`src/rtl/irqt_pkg.sv`:
```
`timescale 1ns/1ps
package irqt_pkg;
  localparam int REG_AW = 4;

  typedef enum logic [REG_AW-1:0] {
    OFS_PB   = 4'd0,
    OFS_PA   = 4'd1,
    OFS_DDRB = 4'd2,
    OFS_DDRA = 4'd3,
    OFS_T1CL = 4'd4,
    OFS_T1CH = 4'd5,
    OFS_T1LL = 4'd6,
    OFS_T1LH = 4'd7,
    OFS_T2CL = 4'd8,
    OFS_T2CH = 4'd9,
    OFS_SHF  = 4'd10,
    OFS_AUX  = 4'd11,
    OFS_PER  = 4'd12,
    OFS_FLG  = 4'd13,
    OFS_ENA  = 4'd14,
    OFS_PA2  = 4'd15
  } ofs_e;

  localparam int FLG_T1   = 6;
  localparam int FLG_T2   = 5;
  localparam int AUX_FREE = 6;
endpackage

```
`src/rtl/irqt_timer.sv`:
```
`timescale 1ns/1ps
module irqt_timer #(
  parameter int DW             = 8,
  parameter bit RELOAD_CAPABLE = 1'b1
) (
  input  logic              clk,
  input  logic              rst_n,
  input  logic              wr_lo,
  input  logic              wr_hi,
  input  logic              wr_start,
  input  logic [DW-1:0]     wdata,
  input  logic              free_run,
  output logic [2*DW-1:0]   count,
  output logic [2*DW-1:0]   latch,
  output logic              expire
);
  localparam int TW = 2*DW;
  localparam logic [TW-1:0] ONE = {{(TW-1){1'b0}}, 1'b1};

  logic armed;
  logic reload;
  logic wrap;

  generate
    if (RELOAD_CAPABLE) begin : g_reload
      assign reload = free_run;
    end else begin : g_oneshot
      logic unused_free;
      assign unused_free = free_run;
      assign reload      = 1'b0;
    end
  endgenerate

  function automatic logic [TW-1:0] step(input logic [TW-1:0] cur,
                                         input logic [TW-1:0] lat,
                                         input logic          rl);
    if (cur == '0 && rl) return lat;
    return cur - ONE;
  endfunction

  assign wrap   = (count == '0) && !wr_start;
  assign expire = wrap && (armed || reload);

  always_ff @(posedge clk) begin
    if (!rst_n) begin
      count <= '0;
      latch <= '0;
      armed <= 1'b0;
    end else begin
      if (wr_lo) latch[DW-1:0] <= wdata;
      if (wr_hi || wr_start) latch[TW-1:DW] <= wdata;
      if (wr_start) begin
        count <= {wdata, latch[DW-1:0]};
        armed <= 1'b1;
      end else begin
        count <= step(count, latch, reload);
        if (wrap) armed <= 1'b0;
      end
    end
  end
endmodule

```
`src/rtl/irqt_irqctl.sv`:
```
`timescale 1ns/1ps
module irqt_irqctl #(
  parameter int FW = 7
) (
  input  logic          clk,
  input  logic          rst_n,
  input  logic [FW-1:0] set_bits,
  input  logic [FW-1:0] clr_bits,
  input  logic          ena_wr,
  input  logic [FW:0]   ena_wdata,
  output logic [FW-1:0] flags,
  output logic [FW-1:0] ena,
  output logic          irq_any
);
  function automatic logic [FW-1:0] ena_next(input logic [FW-1:0] old,
                                             input logic [FW:0]   wv);
    if (wv[FW]) return old | wv[FW-1:0];
    return old & ~wv[FW-1:0];
  endfunction

  always_ff @(posedge clk) begin
    if (!rst_n) begin
      flags <= '0;
      ena   <= '0;
    end else begin
      flags <= (flags & ~clr_bits) | set_bits;
      if (ena_wr) ena <= ena_next(ena, ena_wdata);
    end
  end

  assign irq_any = |(flags & ena);
endmodule

```
`src/rtl/irqt_regblk.sv`:
```
`timescale 1ns/1ps
module irqt_regblk #(
  parameter int DW = 8
) (
  input  logic                       clk,
  input  logic                       rst_n,
  input  logic                       cs,
  input  logic [irqt_pkg::REG_AW-1:0] addr,
  input  logic                       we,
  input  logic [DW-1:0]              wdata,
  input  logic                       rd,
  output logic [DW-1:0]              rdata,
  output logic                       irq
);
  import irqt_pkg::*;
  localparam int TW = 2*DW;
  localparam int FW = DW-1;

  ofs_e ofs;
  logic wr_stb, rd_stb;
  logic [DW-1:0] port_b, port_a, ddr_b, ddr_a, shf_q, aux_q, per_q;
  logic [TW-1:0] t1_count, t1_latch, t2_count, t2_latch;
  logic t1_expire, t2_expire, t1_ack, t2_ack;
  logic [FW-1:0] hw_set, flag_clr, flag_q, ena_q;

  assign ofs    = ofs_e'(addr);
  assign wr_stb = cs && we;
  assign rd_stb = cs && rd && !we;

  assign t1_ack = (wr_stb && ofs == OFS_T1CH) || (rd_stb && ofs == OFS_T1CL);
  assign t2_ack = (wr_stb && ofs == OFS_T2CH) || (rd_stb && ofs == OFS_T2CL);

  irqt_timer #(.DW(DW), .RELOAD_CAPABLE(1'b1)) u_timer1 (
    .clk      (clk),
    .rst_n    (rst_n),
    .wr_lo    (wr_stb && (ofs == OFS_T1CL || ofs == OFS_T1LL)),
    .wr_hi    (wr_stb && ofs == OFS_T1LH),
    .wr_start (wr_stb && ofs == OFS_T1CH),
    .wdata    (wdata),
    .free_run (aux_q[AUX_FREE]),
    .count    (t1_count),
    .latch    (t1_latch),
    .expire   (t1_expire)
  );

  irqt_timer #(.DW(DW), .RELOAD_CAPABLE(1'b0)) u_timer2 (
    .clk      (clk),
    .rst_n    (rst_n),
    .wr_lo    (wr_stb && ofs == OFS_T2CL),
    .wr_hi    (1'b0),
    .wr_start (wr_stb && ofs == OFS_T2CH),
    .wdata    (wdata),
    .free_run (1'b0),
    .count    (t2_count),
    .latch    (t2_latch),
    .expire   (t2_expire)
  );

  always_comb begin
    hw_set         = '0;
    hw_set[FLG_T1] = t1_expire;
    hw_set[FLG_T2] = t2_expire;
    flag_clr       = '0;
    if (wr_stb && ofs == OFS_FLG) flag_clr = wdata[FW-1:0];
    if (t1_ack) flag_clr[FLG_T1] = 1'b1;
    if (t2_ack) flag_clr[FLG_T2] = 1'b1;
  end

  irqt_irqctl #(.FW(FW)) u_irqctl (
    .clk       (clk),
    .rst_n     (rst_n),
    .set_bits  (hw_set),
    .clr_bits  (flag_clr),
    .ena_wr    (wr_stb && ofs == OFS_ENA),
    .ena_wdata (wdata),
    .flags     (flag_q),
    .ena       (ena_q),
    .irq_any   (irq)
  );

  always_ff @(posedge clk) begin
    if (!rst_n) begin
      port_b <= '0;
      port_a <= '0;
      ddr_b  <= '0;
      ddr_a  <= '0;
      shf_q  <= '0;
      aux_q  <= '0;
      per_q  <= '0;
    end else if (wr_stb) begin
      case (ofs)
        OFS_PB:          port_b <= wdata;
        OFS_PA, OFS_PA2: port_a <= wdata;
        OFS_DDRB:        ddr_b  <= wdata;
        OFS_DDRA:        ddr_a  <= wdata;
        OFS_SHF:         shf_q  <= wdata;
        OFS_AUX:         aux_q  <= wdata;
        OFS_PER:         per_q  <= wdata;
        default: ;
      endcase
    end
  end

  always_comb begin
    case (ofs)
      OFS_PB:          rdata = port_b;
      OFS_PA, OFS_PA2: rdata = port_a;
      OFS_DDRB:        rdata = ddr_b;
      OFS_DDRA:        rdata = ddr_a;
      OFS_T1CL:        rdata = t1_count[DW-1:0];
      OFS_T1CH:        rdata = t1_count[TW-1:DW];
      OFS_T1LL:        rdata = t1_latch[DW-1:0];
      OFS_T1LH:        rdata = t1_latch[TW-1:DW];
      OFS_T2CL:        rdata = t2_count[DW-1:0];
      OFS_T2CH:        rdata = t2_count[TW-1:DW];
      OFS_SHF:         rdata = shf_q;
      OFS_AUX:         rdata = aux_q;
      OFS_PER:         rdata = per_q;
      OFS_FLG:         rdata = {|(flag_q & ena_q), flag_q};
      OFS_ENA:         rdata = {1'b1, ena_q};
      default:         rdata = '0;
    endcase
  end

  logic unused_t2_latch;
  assign unused_t2_latch = ^t2_latch;
endmodule

```
`config.mk`:
```
export PLATFORM = sky130hd
export DESIGN_NAME = irqt_regblk
export DESIGN_NICKNAME = d
export VERILOG_FILES = /design/src/rtl/irqt_pkg.sv /design/src/rtl/irqt_timer.sv /design/src/rtl/irqt_irqctl.sv /design/src/rtl/irqt_regblk.sv
export SDC_FILE = /design/constraint.sdc
export NUM_CORES = 1
export LEC_CHECK = 0
export ABC_AREA = 1
export BUFFER_PORTS_ARGS = -buffer_cell sky130_fd_sc_hd__buf_2
export CELL_PAD_IN_SITES_DETAIL_PLACEMENT = 0
export CELL_PAD_IN_SITES_GLOBAL_PLACEMENT = 2
export CORE_MARGIN = 8
export CORE_UTILIZATION = 34
export CTS_CLUSTER_DIAMETER = 150
export DETAILED_ROUTE_END_ITERATION = 8
export PLACE_DENSITY = 0.79
export REMOVE_ABC_BUFFERS = 1
export SLEW_MARGIN = 10
export SYNTH_ARGS = -nofsm -noshare
export SYNTH_HDL_FRONTEND = slang
export SYNTH_HIERARCHICAL = 1
export SYNTH_SLANG_ARGS = --single-unit
```
`constraint.sdc`:
```
create_clock -name clk -period 1.92 [get_ports clk]
set_input_delay 0 -clock clk [delete_from_list [all_inputs] [get_ports clk]]
set_output_delay 0 -clock clk [all_outputs]
set_load 0.02 [all_outputs]
```
# Word level (Yosys, flattened, before mapping)
# Index checks and enable logic that the tools add are counted.
[word_totals]
regBits = 128
input_bits = 17
output_inout_bits = 9
elab_cells = 102
[classes]
addsub = 2
eq_ne = 15
mux = 23
n_bitwise = 7
n_reduce_logical = 39
[ops]
columns = ["operator", "count"]
rows = [
  ["8-bit case mux with 15 select lines", 1],
  ["16-bit two-way mux", 5],
  ["4-bit == test (second input constant)", 8],
  ["16-bit zero test", 2],
  ["16-bit by 1-bit subtractor with 16-bit output (second input constant)", 2],
  ["7-bit bitwise AND", 3],
  ["7-bit two-way mux", 3],
  ["1-bit logical AND", 17],
  ["4-bit by 3-bit == test with 1-bit output (second input constant)", 4],
  ["1-bit two-way mux", 14],
  ["7-bit inverter", 2],
  ["7-bit bitwise OR", 2],
  ["2-bit AND reduction", 7],
  ["4-bit by 2-bit == test with 1-bit output (second input constant)", 2],
  ["7-bit OR reduction", 1],
  ["1-bit logical OR", 5],
  ["4-bit by 1-bit == test with 1-bit output (second input constant)", 1],
  ["4-bit zero test", 1],
  ["2-bit nonzero test", 2],
  ["1-bit zero test", 3],
  ["2-bit OR reduction", 1],
]

# Logic depth before layout (Yosys ltp)
[depth]
word_depth = 8
mapped_depth = 11
depth_no_buf = 11

# Modules after synthesis
# Netlist, hierarchy kept.
[by_module_without_submodules]
columns = ["module", "n_inst", "cells_per_inst", "area_each_um2", "seq_area_each_um2"]
rows = [
  ["irqt_regblk", 1, 562, 3243.1, 1121.1],
  ["irqt_timer at u_timer1", 1, 264, 1767.9, 660.6],
  ["irqt_timer at u_timer2", 1, 233, 1606.5, 660.6],
  ["irqt_irqctl", 1, 80, 563.0, 280.3],
]

# Worst setup path after synthesis
# No wires, ideal clock.
[synth_path]
path_type = "reg-to-reg"
startpoint = "reg u_timer1.count[0]"
endpoint = "reg u_timer1.count[0]"
setup_ns = 0.115
arrival_time_ns = 1.336
required_time_ns = 1.805
path_slack_ns = 0.469
stages_incl_launch_ff = 9
n_path_buf = 1
synth_period_minus_slack_ns = 1.451
cell_sequence = "dfxtp_1 > inv_1 > ha_1 > nand3_2 > nor2_4 > nand4_4 > buf_6 > a21oi_1 > nor2_1"
[synth_between]
elab_chain_len = 7
elab_cells_between_ends = 8
cone_classes = "add/sub: 1; mux: 5; reduce/logical: 2"
[synth_rtl]
columns = ["item", "line", "source"]
rows = [
  ["start: declaration", "irqt_timer.sv:13", "output logic [2*DW-1:0] count,"],
  ["start signal: assignment", "irqt_timer.sv:53", "count <= {wdata, latch[DW-1:0]};"],
  ["start signal: assignment", "irqt_timer.sv:56", "count <= step(count, latch, reload);"],
  ["parallel branches: the longest is 5 deep, another holds 16-bit by 1-bit subtractor with 16-bit output", "--", ""],
  ["16-bit two-way mux (*)", "irqt_timer.sv:38", "return cur - ONE;"],
  ["16-bit two-way mux (*)", "irqt_timer.sv:52", "if (wr_start) begin"],
]
# Mark *: on every way between the ends. The select of a mux whose other input is x is not followed.
# A chain may end at the register's enable or synchronous reset.

# Worst setup path after layout
[layout_path]
startpoint = "reg u_irqctl.flags[0]"
endpoint = "out rdata[7]"
[layout_between]
elab_chain_len = 3
[layout_rtl]
columns = ["item", "line", "source"]
rows = [
  ["start: declaration", "irqt_irqctl.sv:11", "output logic [FW-1:0] flags,"],
  ["start signal: assignment", "irqt_irqctl.sv:26", "flags <= (flags & ~clr_bits) | set_bits;"],
  ["7-bit bitwise AND", "irqt_regblk.sv:119", "OFS_FLG: rdata = {|(flag_q & ena_q), flag_q};"],
  ["7-bit OR reduction", "irqt_regblk.sv:119", ""],
  ["8-bit case mux with 15 select lines", "irqt_regblk.sv:105", "case (ofs)"],
  ["end: declaration", "irqt_regblk.sv:12", "output logic [DW-1:0] rdata,"],
]
# No other way between the ends.

==> impl_metrics.csv <==
group,metric,value,unit
sta,relSlewSlack,60.8,%
global_route,grt_usage,19.0,%
clock_tree,cts_max_level,4,
critical_path,critical_path.max_fanout,4,
sta,grt_setup_unrepaired,"false",
drt,drt-vias-per-instance,4.77,
sta,finalCritPeriodShare,89.8,%
drt,drtPass1Iterations,5,
cells_and_area,finalNetCount,1161,
min_path,min_path_type,"in -> reg",
sta,tns,0,ps
sta,clock_skew,11.3,ps
critical_path,slowest_delay,350,ps
die,coreArea,20100,µm²
power,power_density,1090,nW/µm²
sta,fmax,580,MHz
yosys,yosysWarningCount,6,
clock_tree,cts_tree,"yes",
critical_path,cp_top_family,"simple AND/OR/NAND/NOR gates",
drt,drtAntennaViolNets,0,
critical_path,critPathBufInv,1,
clock_tree,cts_root_buffer,"clkbuf_16",
clock_tree,clkSlewWorstSetupHoldPaths,60,ps
global_route,grt_pass1_wl,36300,µm
die,io_pins,26,
sta,finalHoldViolCount,0,
die,rows,52,
sta,max_slew.worst_pin.slew,587,ps
power,vdd_drop_max,0.000599,V
clock_tree,cts_buffer_depth,2,
cells_and_area,area_growth,16.9,%
drt,wl,23000,µm
place,gp_congestion,0.796,
critical_path,cp_data_arrival_time,1720,ps
global_route,grt.overflow.total,0,
global_route,grt_pass1_vias,6421,
critical_path,crit_path_end_kind,"output port",
drt,initialDrtViolationCount,477,
power,power.total,0.00883,W
critical_path,cp_common_cell,"nand2_1",
die,die_x,159,µm
cells_and_area,drive_above_1_share,10.8,%
place,dp_hpwl,16300,µm
clock_tree,cts_setup_buffers,0,
sta,setup-violations-final,0,
sta,finalCriticalPeriod,1720,ps
cells_and_area,antenna_cells,0,
drt,vias,6801,
outcome,outcome,"completed",
clock_tree,cts_inserted_buffers,17,
clock_tree,clkLatencyLatePin,420,ps
yosys,synthCells,1107,
critical_path,crit_type,"reg -> out",
critical_path,path_cells,"nand2_1 -> nand2_1 -> nor2_1 -> nand2_1 -> nand2_1 -> nand3_1 -> nor2_1 -> nand3_1 -> buf_2",
clock_tree,clock-sinks,128,
die,die_y,159,µm
global_route,grt_max_degree,50,
global_route,antenna_found_initial,1,
drt,wl_per_cell,16.1,µm
critical_path,critPathLaunchType,"flop",
sta,slew_violations,0,
run,maxCapViolCount,0,
die,start_util,34.4,%
yosys,syn_area_per_cell,6.25,µm²
die,die_area,25200,µm²
critical_path,cp.required,1920,ps
place,portBuffers,25,
yosys,syn_area,6920,µm²
power,p_leak,3.73,nW
critical_path,cp_slowest_cell,"dfxtp_1",
drt,route.detailed.drc,0,
==> through the flow <==
| stage | setup slack [ps] | util (%) | cells | instance area [µm²] | hold WS, ps |
|---|---|---|---|---|---|
| after global routing | 42.0 | 40.2 | 1425 | 8090 | 37.2 |
| final | 196 | 40.2 | 1425 | 8090 | 34.7 |
| after CTS | 132 | 40.2 | 1425 | 8090 | 22.6 |
| after detailed placement | 240 | 36.8 | 1392 | 7400 | 445 |
| after floorplan | -89.8 | - | 1070 | 6720 | 120 |
| after global placement | 266 | 36.8 | 1392 | 7400 | 439 |
==> repair_timing <==
action	in CTS	in global routing
gates resized for setup	0	0
hold buffers	1	0
hold endpoints to repair	7	0
==> registers in the layout, indices dropped and copies added (netlist names), named ones only <==
| signal | cells |
|---|---|
| aux_q | 8 |
| ddr_a | 8 |
| u_timer1/armed | 1 |
| port_b | 8 |
| u_timer2/count | 16 |
| ddr_b | 8 |
| port_a | 8 |
| per_q | 8 |
| u_timer2/latch | 8 |
| shf_q | 8 |
| u_timer1/count | 16 |
| u_irqctl/flags | 7 |
| u_timer2/armed | 1 |
| u_timer1/latch | 16 |
==> cells in the final DEF (no fill, tap or decap), drive strengths merged <==
master	count
dlygate4sd3	1
o221ai	1
nand3	99
nand3b	3
o21ai	49
nand2	382
clkinv	9
xnor2	4
dfxtp	128
ha	2
a31oi	2
buf	52
conb	5
nand4	2
bufinv	6
inv	100
clkbuf	19
a21oi	129
nor2	150
nor3	7
clkinvlp	2
xor2	3
==> final timing paths <==
| kind | start | endpoint | slack, ps | cells past startpoint |
|---|---|---|---|---|
| hold reg to reg | ddr_b[3] | ddr_b[3] | 450 | 2 |
| setup reg to reg | u_timer1/count[0] | u_timer1/count[14] | 230 | 10 |
| setup / recovery | u_irqctl/flags[0] | rdata[7] | 200 | 9 |
| hold / removal | wdata[4] | shf_q[4] | 30 | 3 |
==> layer usage <==
layer	global-route usage (%)	share of wire [%]	up-vias	routed length, µm
met1	25.5	50	3090	11400
li1	-	-	3581	-
met4	5.93	1.5	2	339
met5	0	0.043	-	10
met2	30.3	46	105	10500
met3	3.50	3.3	23	751
==> final cells by class <==
type	instances	area [µm²]
Fill cell	2217	12000
Tap cell	270	338
Inverter	104	392
Multi-Input combinational cell	838	3760
Timing Repair Buffer	53	350
Clock buffer	19	443
Clock inverter	13	235
Sequential cell	128	2560
==> worst reg2reg max path, cell delays in order, from the launching register on <==
cell,delay (ps)
dfxtp_1,390
inv_1,110
ha_1,280
nand2_2,160
nor2_2,70
nand3_4,130
clkinv_2,150
nand2_1,110
nand3_1,80
nand2_1,80
inv_1,30
==> power by group <==
| group | internal [W] | switching (W) |
|---|---|---|
| Combinational | 0.000648 | 0.00127 |
| Clock | 0.00248 | 0.00128 |
| Sequential | 0.00285 | 0.000312 |
(Power assumes the default switching activity.)
